[src/rtl/dtc_pkg.sv]
package dtc_pkg;

    localparam int CH_COUNT = 2;
    localparam int BYTE_W   = 8;
    localparam int ADDR_W   = 3;
    localparam int NIB_W    = 4;

    localparam logic [ADDR_W-1:0] ADR_MODE = 3'd4;
    localparam logic [ADDR_W-1:0] ADR_CTRL = 3'd5;

    // control byte bit positions
    localparam int CB_RUN   = 0;
    localparam int CB_FAST  = 2;
    localparam int CB_FLAG  = 4;
    localparam int CB_HFLAG = 6;

    typedef enum logic [1:0] {
        MD_W13    = 2'd0,
        MD_W16    = 2'd1,
        MD_RELOAD = 2'd2,
        MD_SPLIT  = 2'd3
    } cnt_mode_e;

    typedef struct packed {
        logic      gate_en;
        logic      ext_evt;
        cnt_mode_e mode;
    } chan_cfg_t;

    typedef struct packed {
        logic [BYTE_W-1:0] hi;
        logic [BYTE_W-1:0] lo;
    } cnt_pair_t;

endpackage

[src/rtl/dtc_prescaler.sv]
module dtc_prescaler #(
    parameter int SLOW_DIV = 12,
    parameter int FAST_DIV = 4
) (
    input  logic clk,
    input  logic rst_n,
    input  logic fast,
    output logic tick
);
    localparam int CNT_W = $clog2(SLOW_DIV);

    logic [CNT_W-1:0] div_d, div_q;
    logic [CNT_W-1:0] limit;

    always_comb begin
        limit = fast ? CNT_W'(FAST_DIV - 1) : CNT_W'(SLOW_DIV - 1);
        tick  = (div_q >= limit);
        div_d = tick ? '0 : div_q + CNT_W'(1);
    end

    always_ff @(posedge clk or negedge rst_n) begin
        if (!rst_n) div_q <= '0;
        else        div_q <= div_d;
    end

    AST_TICK_GAP: assert property (@(posedge clk) disable iff (!rst_n)
        tick |=> !tick);

endmodule

[src/rtl/dtc_sampler.sv]
module dtc_sampler (
    input  logic clk,
    input  logic rst_n,
    input  logic pin,
    input  logic gate,
    output logic fall,
    output logic gate_lvl
);
    typedef struct packed {
        logic pin_now;
        logic pin_prev;
        logic gate_now;
    } smp_t;

    smp_t smp_d, smp_q;

    always_comb begin
        smp_d.pin_now  = pin;
        smp_d.pin_prev = smp_q.pin_now;
        smp_d.gate_now = gate;
        fall           = smp_q.pin_prev & ~smp_q.pin_now;
        gate_lvl       = smp_q.gate_now;
    end

    always_ff @(posedge clk or negedge rst_n) begin
        if (!rst_n) smp_q <= '0;
        else        smp_q <= smp_d;
    end

    AST_FALL_SINGLE: assert property (@(posedge clk) disable iff (!rst_n)
        fall |=> !fall);

endmodule

[src/rtl/dtc_channel.sv]
module dtc_channel
    import dtc_pkg::*;
(
    input  logic              clk,
    input  logic              rst_n,
    input  chan_cfg_t         cfg,
    input  logic              run,
    input  logic              gate_lvl,
    input  logic              pin_fall,
    input  logic              pre_tick,
    input  logic              wr_lo,
    input  logic              wr_hi,
    input  logic [BYTE_W-1:0] wdata,
    output logic [BYTE_W-1:0] cnt_lo,
    output logic [BYTE_W-1:0] cnt_hi,
    output logic              wrap,
    output logic              hi_wrap
);
    cnt_pair_t cnt_d, cnt_q;
    logic      qual, step, hi_step;

    always_comb begin
        qual    = run & (~cfg.gate_en | gate_lvl);
        step    = qual & (cfg.ext_evt ? pin_fall : pre_tick);
        hi_step = (cfg.mode == MD_SPLIT) & run & pre_tick;
        cnt_d   = cnt_q;
        wrap    = 1'b0;
        hi_wrap = 1'b0;
        unique case (cfg.mode)
            MD_W13: if (step) begin
                cnt_d.lo = {cnt_q.lo[7:5], cnt_q.lo[4:0] + 5'd1};
                if (&cnt_q.lo[4:0]) begin
                    cnt_d.hi = cnt_q.hi + 8'd1;
                    wrap     = &cnt_q.hi;
                end
            end
            MD_W16: if (step) begin
                cnt_d = cnt_q + 16'd1;
                wrap  = &cnt_q;
            end
            MD_RELOAD: if (step) begin
                if (&cnt_q.lo) begin
                    cnt_d.lo = cnt_q.hi;
                    wrap     = 1'b1;
                end else begin
                    cnt_d.lo = cnt_q.lo + 8'd1;
                end
            end
            MD_SPLIT: begin
                if (step) begin
                    cnt_d.lo = cnt_q.lo + 8'd1;
                    wrap     = &cnt_q.lo;
                end
                if (hi_step) begin
                    cnt_d.hi = cnt_q.hi + 8'd1;
                    hi_wrap  = &cnt_q.hi;
                end
            end
            default: cnt_d = cnt_q;
        endcase
        if (wr_lo) cnt_d.lo = wdata;
        if (wr_hi) cnt_d.hi = wdata;
        cnt_lo = cnt_q.lo;
        cnt_hi = cnt_q.hi;
    end

    always_ff @(posedge clk or negedge rst_n) begin
        if (!rst_n) cnt_q <= '0;
        else        cnt_q <= cnt_d;
    end

    AST_HOLD_WHEN_STOPPED: assert property (@(posedge clk) disable iff (!rst_n)
        (!run && !wr_lo && !wr_hi) |=> ($stable(cnt_lo) && $stable(cnt_hi)));

    AST_GATE_BLOCKS: assert property (@(posedge clk) disable iff (!rst_n)
        (cfg.mode != MD_SPLIT && cfg.gate_en && !gate_lvl && !wr_lo && !wr_hi)
        |=> ($stable(cnt_lo) && $stable(cnt_hi)));

    AST_RELOAD_FROM_HI: assert property (@(posedge clk) disable iff (!rst_n)
        (cfg.mode == MD_RELOAD && step && (&cnt_lo) && !wr_lo)
        |=> (cnt_lo == $past(cnt_hi)));

    AST_W13_UPPER_KEPT: assert property (@(posedge clk) disable iff (!rst_n)
        (cfg.mode == MD_W13 && !wr_lo) |=> (cnt_lo[7:5] == $past(cnt_lo[7:5])));

endmodule

[src/rtl/dual_timer_counter.sv]
module dual_timer_counter
    import dtc_pkg::*;
#(
    parameter int SLOW_DIV = 12,
    parameter int FAST_DIV = 4
) (
    input  logic              clk,
    input  logic              rst_n,
    input  logic [ADDR_W-1:0] bus_addr,
    input  logic              bus_wr,
    input  logic [BYTE_W-1:0] bus_wdata,
    output logic [BYTE_W-1:0] bus_rdata,
    input  logic [CH_COUNT-1:0] evt_pin,
    input  logic [CH_COUNT-1:0] gate_pin,
    output logic [CH_COUNT-1:0] wrap_tick
);
    typedef struct packed {
        logic [BYTE_W-1:0]   mode;
        logic [CH_COUNT-1:0] run;
        logic                fast;
        logic [CH_COUNT-1:0] flag;
        logic [CH_COUNT-1:0] hflag;
        logic [CH_COUNT-1:0] tick;
    } ctl_t;

    ctl_t ctl_d, ctl_q;

    logic                pre_tick;
    logic                ctrl_wr;
    logic [CH_COUNT-1:0] ch_wrap, ch_hwrap;
    logic [BYTE_W-1:0]   lo_v [CH_COUNT];
    logic [BYTE_W-1:0]   hi_v [CH_COUNT];

    assign ctrl_wr = bus_wr && (bus_addr == ADR_CTRL);

    dtc_prescaler #(.SLOW_DIV(SLOW_DIV), .FAST_DIV(FAST_DIV)) u_pre (
        .clk(clk), .rst_n(rst_n), .fast(ctl_q.fast), .tick(pre_tick)
    );

    for (genvar g = 0; g < CH_COUNT; g++) begin : g_ch
        logic fall_w, gate_w, wlo, whi;

        assign wlo = bus_wr && (bus_addr == ADDR_W'(2 * g));
        assign whi = bus_wr && (bus_addr == ADDR_W'(2 * g + 1));

        dtc_sampler u_smp (
            .clk(clk), .rst_n(rst_n), .pin(evt_pin[g]), .gate(gate_pin[g]),
            .fall(fall_w), .gate_lvl(gate_w)
        );

        dtc_channel u_chan (
            .clk(clk), .rst_n(rst_n),
            .cfg(chan_cfg_t'(ctl_q.mode[NIB_W*g +: NIB_W])),
            .run(ctl_q.run[g]), .gate_lvl(gate_w), .pin_fall(fall_w),
            .pre_tick(pre_tick), .wr_lo(wlo), .wr_hi(whi), .wdata(bus_wdata),
            .cnt_lo(lo_v[g]), .cnt_hi(hi_v[g]),
            .wrap(ch_wrap[g]), .hi_wrap(ch_hwrap[g])
        );

        AST_TICK_WITH_FLAG: assert property (@(posedge clk) disable iff (!rst_n)
            wrap_tick[g] |-> ctl_q.flag[g]);

        AST_FLAG_W1C: assert property (@(posedge clk) disable iff (!rst_n)
            (ctrl_wr && bus_wdata[CB_FLAG + g] && !ch_wrap[g]) |=> !ctl_q.flag[g]);

        AST_FLAG_STICKY: assert property (@(posedge clk) disable iff (!rst_n)
            (ctl_q.flag[g] && !(ctrl_wr && bus_wdata[CB_FLAG + g])) |=> ctl_q.flag[g]);
    end

    always_comb begin
        ctl_d      = ctl_q;
        ctl_d.tick = ch_wrap;
        if (bus_wr && bus_addr == ADR_MODE) ctl_d.mode = bus_wdata;
        if (ctrl_wr) begin
            ctl_d.run  = bus_wdata[CB_RUN +: CH_COUNT];
            ctl_d.fast = bus_wdata[CB_FAST];
            ctl_d.flag  = ctl_q.flag  & ~bus_wdata[CB_FLAG  +: CH_COUNT];
            ctl_d.hflag = ctl_q.hflag & ~bus_wdata[CB_HFLAG +: CH_COUNT];
        end
        ctl_d.flag  = ctl_d.flag  | ch_wrap;
        ctl_d.hflag = ctl_d.hflag | ch_hwrap;
    end

    always_ff @(posedge clk or negedge rst_n) begin
        if (!rst_n) ctl_q <= '0;
        else        ctl_q <= ctl_d;
    end

    always_comb begin
        bus_rdata = '0;
        for (int i = 0; i < CH_COUNT; i++) begin
            if (bus_addr == ADDR_W'(2 * i))     bus_rdata = lo_v[i];
            if (bus_addr == ADDR_W'(2 * i + 1)) bus_rdata = hi_v[i];
        end
        if (bus_addr == ADR_MODE) bus_rdata = ctl_q.mode;
        if (bus_addr == ADR_CTRL) bus_rdata = {ctl_q.hflag, ctl_q.flag, 1'b0,
                                               ctl_q.fast, ctl_q.run};
    end

    assign wrap_tick = ctl_q.tick;

endmodule

[config.mk]
export PLATFORM = sky130hd
export DESIGN_NAME = dual_timer_counter
export DESIGN_NICKNAME = d
export VERILOG_FILES = /design/src/rtl/dtc_pkg.sv /design/src/rtl/dtc_prescaler.sv /design/src/rtl/dtc_sampler.sv /design/src/rtl/dtc_channel.sv /design/src/rtl/dual_timer_counter.sv
export SDC_FILE = /design/constraint.sdc
export NUM_CORES = 1
export LEC_CHECK = 0
export BUFFER_PORTS_ARGS = -buffer_cell sky130_fd_sc_hd__buf_2
export CORE_AREA = 2 2 122 124
export DETAILED_ROUTE_END_ITERATION = 8
export DIE_AREA = 0 0 124 126
export PLACE_DENSITY = 0.48
export SYNTH_ARGS = -nofsm -noshare
export SYNTH_HDL_FRONTEND = slang
export SYNTH_SLANG_ARGS = --single-unit
[constraint.sdc]
create_clock -name clk -period 6.34 [get_ports clk]
set_input_delay 0.951 -clock clk [delete_from_list [all_inputs] [get_ports clk]]
set_output_delay 0.951 -clock clk [all_outputs]
set_load 0.02 [all_outputs]
# [Yosys cells after proc, flatten, opt, wreduce, memory -nomap -nowiden]
# Cells that the tools add are included.
[word_totals] reg_bits=59 input_bits=18 output_inout_bits=10 wordCells=156
[op_classes] n_addsub=9 n_lt_le_gt_ge=1 eq_ne=29 n_mux=51 bitwise_logic=22 n_reduce_logical=25
[ops] cell="8-bit two-way mux" n=20
[ops] cell="16-bit two-way mux" n=4
[ops] cell="8-bit case mux with 4 select lines" n=2
[ops] cell="3-bit by 1-bit inequality test with 1-bit output, second input constant" n=16
[ops] cell="8-bit case mux with 3 select lines" n=2
[ops] cell="16-bit by 1-bit adder with 16-bit output, second input constant" n=2
[ops] cell="8-bit by 1-bit adder with 8-bit output, second input constant" n=4
[ops] cell="16-bit AND reduction" n=2
[ops] cell="8-bit AND reduction" n=4
[ops] cell="5-bit AND reduction" n=4
[ops] cell="1-bit two-way mux" n=18
[ops] cell="4-bit AND reduction" n=4
[ops] cell="4-bit two-way mux" n=3
[ops] cell="5-bit by 1-bit adder with 5-bit output, second input constant" n=2
[ops] cell="1-bit AND" n=10
[ops] cell="2-bit == test, second input constant" n=4
[ops] cell="1-bit case mux with 4 select lines" n=2
[ops] cell="4-bit nonzero test" n=2
[ops] cell="3-bit by 2-bit == test with 1-bit output, second input constant" n=2
[ops] cell="3-bit == test, second input constant" n=2
[ops] cell="1-bit logical AND" n=6
[ops] cell="4-bit by 1-bit adder with 4-bit output, second input constant" n=1
[ops] cell="2-bit AND" n=2
[ops] cell="2-bit by 1-bit == test with 1-bit output, second input constant" n=2
[ops] cell="other kinds (9)" n=17

# [Logic depth before layout (Yosys ltp)]
# Gate-level depths: netlist of run 1.
[logic_depth] depth_word=7 ltp_mapped=9

# [Cells and area by module]
# From an unflattened synthesis of run 1, not the netlist that was laid out.
[unflattened] cells_unflattened=417 area_unflattened_um2=3946.3
[by_module_without_submodules] mod="dtc_channel" instances=2 cells_per_inst=146 area_per_inst_um2=1244.9 seq_area_each_um2=400.4
[by_module_without_submodules] mod="dual_timer_counter" instances=1 cells_per_inst=101 area_per_inst_um2=1071.0 seq_area_each_um2=425.4
[by_module_without_submodules] mod="dtc_prescaler" instances=1 cells_per_inst=16 area_per_inst_um2=207.7 seq_area_each_um2=100.1
[by_module_without_submodules] mod="dtc_sampler" instances=2 cells_per_inst=4 area_per_inst_um2=88.8 seq_area_each_um2=75.1

# [Least setup slack after synthesis of run 1]
# OpenSTA, ideal clock, no wires.
[synth_timing] path_kind="input to output" startpoint="in bus_addr[1]" endpoint="out bus_rdata[3]" t_arrival_ps=2248 t_required_ps=5389 slack_ps=3141 cell_stages=5 n_path_buf=2 path_cell_list="clkbuf_1 -> buf_1 -> mux4_1 -> inv_1 -> o21ai_0"
[synth_via] elab_chain_len=7 word_cells_on_any_way=12
[synth_lines] item="start: declaration" line="dual_timer_counter.sv:9" text="input logic [ADDR_W-1:0] bus_addr,"
[synth_lines] item="3-bit logical NOT" line="dual_timer_counter.sv:92" text="if (bus_addr == ADDR_W'(2 * i)) bus_rdata = lo_v[i];"
[synth_lines] item="8-bit two-way mux" line="dual_timer_counter.sv:92"
[synth_lines] item="8-bit two-way mux" line="dual_timer_counter.sv:93" text="if (bus_addr == ADDR_W'(2 * i + 1)) bus_rdata = hi_v[i];"
[synth_lines] item="8-bit two-way mux" line="dual_timer_counter.sv:92"
[synth_lines] item="8-bit two-way mux" line="dual_timer_counter.sv:93"
[synth_lines] item="8-bit two-way mux" line="dual_timer_counter.sv:95" text="if (bus_addr == ADR_MODE) bus_rdata = ctl_q.mode;"
[synth_lines] item="8-bit two-way mux (*)" line="dual_timer_counter.sv:96" text="if (bus_addr == ADR_CTRL) bus_rdata = {ctl_q.hflag, ctl_q.flag, 1'b0,"
[synth_lines] item="end: declaration" line="dual_timer_counter.sv:12" text="output logic [BYTE_W-1:0] bus_rdata,"
# Every way passes the cells marked *; elsewhere a longest branch is shown, timed or not.

# [Final worst setup path of run 1]
[layout_timing] startpoint="in bus_addr[0]" endpoint="out bus_rdata[7]"
# The elaborated chain is that of the path after synthesis.

==> results of run 1 <==
[through the flow]
stage,instances,util [%]
detailed placement,614,28.49
global placement,614,28.49
finish,628,30.70
CTS,628,30.70
global route,628,30.70
floorplan,429,-
[final cells by class]
class / count / area, um2
Inverter: 14 / 52.55
Multi-Input combinational cell: 329 / 2176
Sequential cell: 59 / 1476
Tap cell: 184 / 230.2
Fill cell: 1520 / 9920
Clock inverter: 2 / 60.06
Clock buffer: 12 / 256.5
Timing Repair Buffer: 28 / 142.6
[path summary, 6_finish.rpt]
check,start,cells past startpoint,slack [ns],to
min in group asynchronous,rst_n,2,0.79,wrap_tick[1]
hold reg to reg,g_ch[0].u_smp.smp_d[1],0,0.36,g_ch[0].u_smp.smp_q[1]
max in group asynchronous,rst_n,2,5.02,g_ch[0].u_chan.cnt_lo[3]
setup / recovery,bus_addr[0],6,3.09,bus_rdata[7]
hold / removal,g_ch[0].u_smp.smp_d[1],0,0.36,g_ch[0].u_smp.smp_q[1]
setup reg to reg,g_ch[0].u_chan.cnt_lo[0],9,3.85,g_ch[0].u_chan.cnt_hi[7]
[critical path: stages]
cell,delay (ns)
buf_2,0.31
inv_1,0.18
nor2_1,0.24
a21oi_1,0.11
o221ai_1,0.27
buf_2,0.23
[synth_stat cells (4+ instances only)]
cell      number
a21oi_1       32
mux2i_1       12
dfrtp_1       59
o21ai_0       21
and3_1         4
nand4_1        9
mux2_2        11
xnor2_1       18
nor2_1        45
nand2b_1       7
buf_2          4
a21o_1         5
nand3_1       22
o22ai_1        7
nor3_1         8
nand2_1       43
clkbuf_1       9
o31ai_1        8
ha_1           8
a22oi_1        5
a211oi_1       7
nor2b_1        6
inv_1         14
o21ai_1        4
[kinds of logic (layout without fill, tap and decap cells)]
logic type               Yosys count  count (layout)  synth area share (%)
adder cells (fa/ha/maj)            8               8                 2.565
flip-flops                        59              59                 37.83
AO/OA/AOI/OAI                    117             117                 20.52
buffers and inverters             41              56                 6.412
AND/OR/NAND/NOR                  157             157                 19.53
XOR/XNOR                          20              20                 4.489
multiplexers                      27              27                 8.657
[registers in the layout, summed over array words and instances, names as in the netlist]
signal,flops
g_ch.u_chan.cnt_hi,16
g_ch.u_smp.smp_d,2
ctl_q,15
g_ch.u_chan.cnt_lo,16
g_ch.u_smp.gate_lvl,2
g_ch.u_smp.smp_q,2
wrap_tick,2
u_pre.div_q,4
[layer usage]
metal | GRT usage, % | up-vias | share of wire [%]
li1 | - | 1582 | -
met1 | 23.40 | 1673 | 47
met2 | 24.60 | 129 | 44
met3 | 3.080 | 27 | 6.0
met4 | 7.336 | 0 | 3.1
met5 | 0 | - | 0
[power groups by stage]
stage | clock network [mW] | registers [mW] | logic (mW)
floorplan | 0 | 0.614 | 0.554
finish | 0.526 | 0.752 | 0.599
global route | 0.555 | 0.766 | 0.678
detailed placement | 0 | 0.746 | 0.597
global placement | 0 | 0.754 | 0.587
CTS | 0.537 | 0.743 | 0.601
==> metrics.cfg, run 1 <==
[finish]
finalNetCount=467
final_common_cell=dfrtp_1
fin_area_mm2=0.004394
drive_gt1_share_pct=14.64
diodes=0
syn2layout_area_growth_pct=12.60
final_cell_mix=dfrtp_1 (59), nor2_1 (45), nand2_1 (43)

[routing]
drtIter0Drc=323
routed_wl_um=12190
drt-wirelength-per-cell_um=19.41
num_vias=3411
first_pass_iters=5
viasPerCell=5.432
ant_nets=0
drc=0

[yosys]
avgSynthCellArea_um2=9.097
ys_ff_latch=59
synth_top_area_share_pct=37.83
synthFlopType=dfrtp_1
async_reset_ff_share_pct=100.0
syn_inst=429
seq_area_frac_synth_pct=37.83
syn_nets=455
synth_area_leaders=dfrtp_1 (38%), nor2_1 (4.3%), nand2_1 (4.1%)
ys_types=61
ys_warn_count=0
synth.cell_area_mm2=0.003902
synth_edf_count=0
synth_top_area_cell=dfrtp_1

[pwr]
switching_share_pct=39.35
cellLeakagePower_nw=1.761
pwr-share-seq_pct=40.0
power_frac_clock_pct=28.0
p_int_mw=1.138
p_sw_mw=0.7386
cellPowerDensity_mw_per_mm2=427.1
p_comb_share_pct=31.9
ir_drop_v=0.0001634
finalPower_mw=1.877

[placed_design]
portBuffers=27
gp_congestion=0.8567
dpl_cell_area_mm2=0.004078
dp_hpwl_um=8662
post-place-ws_ns=3.094

[timing]
final-hold-violation-count=0
fin_tns_setup_ns=0
finalCriticalPeriod_ns=3.247
slew_headroom_pct=46.18
hold_ws_ns=0.3646
fmax_mhz=308.0
fin_worst_skew_ns=0.006499
rsz0062_at_grt=false
setup_slack_ns=3.093
fin_crit_sh_pct=51.21
slew_violations=0
setup_viol_count_final=0
worst_pin_slew_ns=0.8044

[die]
start_util_pct=27.26
die_y_um=126
core_mm2=0.01431
ioPinCount=28
dieArea_mm2=0.01562
rows=44
die_w_um=124

[clock_network]
cts_hold_buf=0
h-tree-depth=3
numCtsBuffers=9
clk_pin_slew_worst_paths_ns=0.05
clock_sinks=59
clkLatencyLatePin_ns=0.34
postCtsSetupBuffers=0
cts-resized-gates=0
cts_tree=done
cts_buffer_depth=2
cts-root-buf=clkbuf_16

[critical_path]
crit_path_end_kind=output pin
required_ns=5.39
start_kind=input pin
crit_path_max_fanout=17
worstPathArrival_ns=2.30
critPathKind=input pin to output pin

[global_routing]
grt_max_degree=60
grt_usage_pct=16.58
grt_pass1_wl_um=19000
grt_pass1_vias=3270
antenna_found_initial=0
overflow=0

[run_status]
status=completed

[flow_run]
max_cap_viol_count=0

[worst_hold_path]
min_path_type=flop to flop

No activity file was read; power rests on OpenSTA's default activity.
==> run 2, diff against run 1 <==
==> constraint.sdc (replaced) <==
create_clock -name clk -period 3.4 [get_ports clk]
set_input_delay 0.51 -clock clk [delete_from_list [all_inputs] [get_ports clk]]
set_output_delay 0.51 -clock clk [all_outputs]
set_load 0.02 [all_outputs]
==> metrics.cfg, run 2 (synthesis gave the netlist of run 1 again) <==
[timing]
worst_pin_slew_ns=0.9440  ; was 0.8044 ns
rsz0062_at_grt=false  ; unchanged
final-hold-violation-count=0  ; unchanged
setup_slack_ns=0.9964  ; was 3.093 ns
hold_ws_ns=0.2746  ; was 0.3646 ns
fmax_mhz=416.0
fin_tns_setup_ns=0  ; unchanged
fin_crit_sh_pct=70.69
fin_worst_skew_ns=0.009946  ; was 0.006499 ns
setup_viol_count_final=0  ; unchanged
slew_violations=0  ; unchanged
finalCriticalPeriod_ns=2.404
slew_headroom_pct=36.84  ; was 46.18%

[placed_design]
dp_cells=614  ; unchanged
post-place-ws_ns=1.009  ; was 3.094 ns
portBuffers=27  ; unchanged
gp_congestion=0.9038  ; was 0.8567
dp_hpwl_um=8838  ; was 8662 um

[critical_path]
crit-reg2reg-capture=g_ch[1].u_chan.cnt_lo[5]  ; was g_ch[0].u_chan.cnt_hi[7]
worstPathArrival_ns=1.89  ; was 2.30 ns
crit_path_end_kind=output pin  ; unchanged
crit_path_max_fanout=17  ; unchanged
max_stage_delay_ns=0.33  ; was 0.31 ns
worstReg2RegStart=u_pre.div_q[0]  ; was g_ch[0].u_chan.cnt_lo[0]
cp_common_cell=buf_2  ; unchanged
reg2reg_slack_ns=1.01  ; was 3.85 ns
crit_slowest_cell=buf_2  ; unchanged
required_ns=2.89  ; was 5.39 ns
path_cells=buf_2 > inv_1 > nor2_1 > a21oi_1 > o221ai_1 > buf_2  ; unchanged
start_kind=input pin  ; unchanged
critPathKind=input pin to output pin  ; unchanged
r2r_cells=7  ; was 9

[global_routing]
grt_pass1_wl_um=18770  ; was 19000 um
overflow=0  ; unchanged
met3_usage_pct=2.717  ; was 3.080%
antenna_found_initial=0  ; unchanged
busiest_layer=met2  ; unchanged
grt_max_degree=37  ; was 60
use_met2_pct=24.79  ; was 24.60%
grt_usage_pct=16.41  ; was 16.58%
grt_pass1_vias=3215  ; was 3270
grt_use_met1_pct=22.67  ; was 23.40%

[pwr]
ir_drop_v=0.0003090  ; was 0.0001634 V
cellPowerDensity_mw_per_mm2=784.1  ; was 427.1 mW/mm2
finalPower_mw=3.437  ; was 1.877 mW
cellLeakagePower_nw=1.759  ; was 1.761 nW

[run_status]
status=completed  ; unchanged

[routing]
num_vias=3365  ; was 3411
first_pass_iters=5  ; unchanged
routed_wl_um=11870  ; was 12190 um
drtIter0Drc=304  ; was 323
drt-wirelength-per-cell_um=18.83  ; was 19.41 um
viasPerCell=5.341  ; was 5.432
ant_nets=0  ; unchanged
drc=0  ; unchanged

[clock_network]
numCtsBuffers=9  ; unchanged
postCtsSetupBuffers=0  ; unchanged
h-tree-depth=3  ; unchanged
clock_sinks=59  ; unchanged
cts-root-buf=clkbuf_16  ; unchanged
cts_tree=done  ; unchanged
clk_pin_slew_worst_paths_ns=0.05  ; about the same
cts-resized-gates=0  ; unchanged
clkLatencyLatePin_ns=0.34  ; about the same
cts_hold_buf=0  ; unchanged
cts_buffer_depth=2  ; unchanged

[finish]
instances_no_fill=630  ; was 628
final_cell_mix=dfrtp_1 (59), nor2_1 (45), nand2_1 (43)  ; unchanged
final_common_cell=dfrtp_1  ; unchanged
n_fill_cell=1501  ; was 1520
diodes=0  ; unchanged
finalNetCount=467  ; unchanged
drive_gt1_share_pct=15.02  ; was 14.64%
syn2layout_area_growth_pct=12.31  ; was 12.60%

[die]
dieArea_mm2=0.01562  ; unchanged
die_y_um=126  ; unchanged
start_util_pct=27.26  ; unchanged
rows=44  ; unchanged
core_mm2=0.01431  ; unchanged
ioPinCount=28  ; unchanged
die_w_um=124  ; unchanged

[flow_run]
max_cap_viol_count=0  ; unchanged

[worst_hold_path]
min_path_type=input pin to flop  ; was flop to flop
whs_endpoint=g_ch[1].u_smp.gate_lvl  ; was g_ch[0].u_smp.smp_q[1]
hold_start=gate_pin[1]  ; was g_ch[0].u_smp.smp_d[1]
hold-path-cell-count=1  ; was 0

run 2: layout make-up:
cell class	instances	area (um2)	area share, %
clock buffers	12	256.5	5.852
well taps	184	230.2	5.253
flip-flops and latches	59	1476	33.69
repair buffers	28	142.6	3.254
clock inverters	4	48.80	1.113
multi-input cells	329	2176	49.64
inverters	14	52.55	1.199
run 2: through the flow:
| step | area, um2 | util [%] |
|---|---|---|
| 4_1_cts | 4383 | 30.62 |
| 2_1_floorplan | 3902 | - |
| 3_3_place_gp | 4078 | 28.49 |
| 6_report | 4383 | 30.62 |
| 5_1_grt | 4383 | 30.62 |
| 3_5_place_dp | 4078 | 28.49 |
run 2: per-layer routing:
layer  vias up  part of all wire [%]  wire length, um
met5         -                     0                0
met2       105                    46             5444
met4         0                   2.7              318
met1      1662                    47             5584
met3        16                   4.4              518
li1       1582                     -                -
run 2: report_power, final:
| part | switching [mW] | internal (mW) | leakage [nW] |
|---|---|---|---|
| logic | 0.609 | 0.518 | 0.903 |
| clock network | 0.325 | 0.605 | 0.153 |
| registers | 0.444 | 0.935 | 0.703 |
run 2: worst max path at each step:
stage,from,end,slack [ns],depth (start not counted)
floorplan,bus_addr[1],bus_rdata[3],1.08,5
global route,u_pre.div_q[0],g_ch[1].u_chan.cnt_lo[5],0.78,7
CTS,bus_addr[0],bus_rdata[7],1.00,6
finish,bus_addr[0],bus_rdata[7],1.0,6
global placement,bus_addr[0],bus_rdata[7],1.05,6
detailed placement,bus_addr[0],bus_rdata[7],1.01,6
run 2: worst max-delay path: cells and delay by family:
| family | cells | cell delay [ns] |
|---|---|---|
| simple gates | 1 | 0.24 |
| compound gates | 2 | 0.40 |
| buf+inv | 3 | 0.74 |
==> run 3, diff against run 2 <==
--- a/config.mk
+++ b/config.mk
@@ -9,7 +9,7 @@
 export CORE_AREA = 2 2 122 124
 export DETAILED_ROUTE_END_ITERATION = 8
 export DIE_AREA = 0 0 124 126
-export PLACE_DENSITY = 0.48
+export PLACE_DENSITY = 0.5
 export SYNTH_ARGS = -nofsm -noshare
 export SYNTH_HDL_FRONTEND = slang
 export SYNTH_SLANG_ARGS = --single-unit
==> constraint.sdc (replaced) <==
create_clock -name clk -period 2 [get_ports clk]
set_input_delay 0.3 -clock clk [delete_from_list [all_inputs] [get_ports clk]]
set_output_delay 0.3 -clock clk [all_outputs]
set_load 0.02 [all_outputs]
==> metrics.cfg, run 3 (synthesis gave the netlist of run 1 again) <==
[run_status]
status=finished, violations left  ; was completed
failed_checks=negative setup slack

[finish]
diodes=0  ; unchanged
instances_no_fill=706  ; was 630
fin_area_mm2=0.005261  ; was 0.004383 mm2
n_fill_cell=1480  ; was 1501
drive_gt1_share_pct=36.59  ; was 15.02%
seq_area_mm2=0.001480  ; was 0.001476 mm2
syn2layout_area_growth_pct=34.82  ; was 12.31%
multi_input_area_mm2=0.002407  ; was 0.002176 mm2
finalNetCount=543  ; was 467
final_cell_mix=buf_4 (70), dfrtp_1 (56), nand2_1 (42)  ; was dfrtp_1 (59), nor2_1 (45), nand2_1 (43)
final_common_cell=buf_4  ; was dfrtp_1

[timing]
finalCriticalPeriod_ns=2.056
rsz0062_at_grt=true  ; was false
slew_headroom_pct=72.98  ; was 36.84%
fin_crit_sh_pct=102.8
final-hold-violation-count=0  ; unchanged
fin_worst_skew_ns=0.005161  ; was 0.009946 ns
setup_viol_count_final=8  ; was 0
setup_slack_ns=-0.05567  ; was 0.9964 ns
fmax_mhz=486.5
hold_ws_ns=0.06436  ; was 0.2746 ns
slew_violations=0  ; unchanged
worst_pin_slew_ns=0.3950  ; was 0.9440 ns

[pwr]
cellPowerDensity_mw_per_mm2=1334  ; was 784.1 mW/mm2
cellLeakagePower_nw=2.150  ; was 1.759 nW
pwr-share-seq_pct=30.9  ; was 40.1%
p_sw_mw=2.771  ; was 1.379 mW
power_frac_clock_pct=24.5  ; was 27.1%
p_comb_share_pct=44.6  ; was 32.8%
finalPower_mw=7.020  ; was 3.437 mW
p_int_mw=4.249  ; was 2.058 mW
switching_share_pct=39.47  ; was 40.12%
ir_drop_v=0.0006754  ; was 0.0003090 V

[die]
ioPinCount=28  ; unchanged
start_util_pct=27.26  ; unchanged
dieArea_mm2=0.01562  ; unchanged
rows=44  ; unchanged
core_mm2=0.01431  ; unchanged
die_w_um=124  ; unchanged
die_y_um=126  ; unchanged

[flow_run]
max_cap_viol_count=0  ; unchanged

[clock_network]
clk_pin_slew_worst_paths_ns=0.06  ; was 0.05 ns
numCtsBuffers=9  ; unchanged
cts-root-buf=clkbuf_16  ; unchanged
clock_sinks=59  ; unchanged
cts_tree=done  ; unchanged
cts_buffer_depth=2  ; unchanged
clkLatencyLatePin_ns=0.33  ; was 0.34 ns
h-tree-depth=3  ; unchanged

[placed_design]
dp_hpwl_um=9426  ; was 8838 um
dpl_cell_area_mm2=0.004541  ; was 0.004078 mm2
gp_congestion=0.8873  ; was 0.9038
dp_cells=674  ; was 614
portBuffers=27  ; unchanged

[global_routing]
grt_pass1_vias=3552  ; was 3215
grt_pass1_wl_um=20200  ; was 18770 um
overflow=0  ; unchanged
grt_max_degree=60  ; was 37
grt_usage_pct=17.32  ; was 16.41%
antenna_found_initial=0  ; unchanged

[worst_hold_path]
min_path_type=input pin to flop  ; unchanged

[routing]
ant_nets=0  ; unchanged
first_pass_iters=5  ; unchanged
drtIter0Drc=253  ; was 304
num_vias=3696  ; was 3365
drt-wirelength-per-cell_um=18.66  ; was 18.83 um
viasPerCell=5.235  ; was 5.341
drc=0  ; unchanged
routed_wl_um=13170  ; was 11870 um

[critical_path]
required_ns=2.22  ; was 2.89 ns
start_kind=flop  ; was input pin
critPathKind=flop to flop  ; was input pin to output pin
worstPathArrival_ns=2.28  ; was 1.89 ns
crit_path_end_kind=flop  ; was output pin
crit_path_max_fanout=7  ; was 17

-- run 3: cell count changes in the layout (fill, tap and decap cells not counted), sizes merged --
cell         change
buf             +75
clkbuf           -3
clkinv           -3
clkinvlp         +3
inv              +2
bufinv           +1
dlygate4sd3      +1
-- run 3: final cells by class --
class	instances	share of cell area, %
Multi-Input combinational cell	329	45.76
Sequential cell	59	28.13
Timing Repair Buffer	104	14.55
Tap cell	184	4.376
Clock buffer	9	4.281
Clock inverter	7	1.902
Inverter	14	0.9988
-- run 3: timing repair --
action / in CTS / in global routing
resized for setup: 20 / 60
pin swaps: 5 / 26
endpoints found under the setup margin: 24 / 36
setup buffers: 4 / 11
gates cloned: 0 / 0
hold buffers: 1 / 0
endpoints found under the hold margin: 34 / 0
-- run 3: final timing paths --
path                                        startpoint  depth (start not counted)                        to  slack [ns]
worst max register to register          u_pre.div_q[3]                          7  g_ch[1].u_chan.cnt_hi[1]       -0.06
worst min-delay path                        evt_pin[1]                          1    g_ch[1].u_smp.smp_d[1]        0.06
worst max-delay path                    u_pre.div_q[3]                          7  g_ch[1].u_chan.cnt_hi[1]       -0.06
worst min register to register  g_ch[1].u_smp.smp_d[1]                          0    g_ch[1].u_smp.smp_q[1]        0.37
min in group asynchronous                        rst_n                          3  g_ch[1].u_chan.cnt_lo[5]        0.48
max in group asynchronous                        rst_n                          3  g_ch[1].u_chan.cnt_lo[7]        1.19
-- run 3: layer usage --
metal	track usage (%)	vias up	part of all wire, %
met5	0	-	0
met4	6.940	0	2.8
met3	3.216	24	6.9
met2	26.02	151	45
met1	24.46	1782	45
li1	-	1739	-
-- run 3: worst max-delay path, cell delays in order, from the launching register on --
cell and delay, ns:
dfrtp_1 0.38, ha_1 0.30, o21a_1 0.13, or2_4 0.27, o211ai_4 0.32, a22oi_2 0.14
a2bb2oi_1 0.14, mux2_2 0.26
-- run 3: power by group through the flow --
stage          clock network (mW)  registers, mW  logic, mW
4_1_cts                      1.74           2.11       2.75
3_3_place_gp                    0           2.12       2.59
3_5_place_dp                    0           2.13       2.62
2_1_floorplan                   0           1.95       1.76
5_1_grt                      1.80           2.21       3.40
6_report                     1.72           2.17       3.13
-- run 3: per-stage QoR --
step	TNS [ns]	setup slack [ns]	util (%)
after detailed placement	-1.216	-0.1593	31.72
after global placement	-0.8651	-0.1766	31.72
after global routing	-1.666	-0.1167	36.76
after CTS	-0.1129	-0.04782	34.62
after floorplan	-0.05363	-0.02922	-
final	-0.1642	-0.05567	36.76
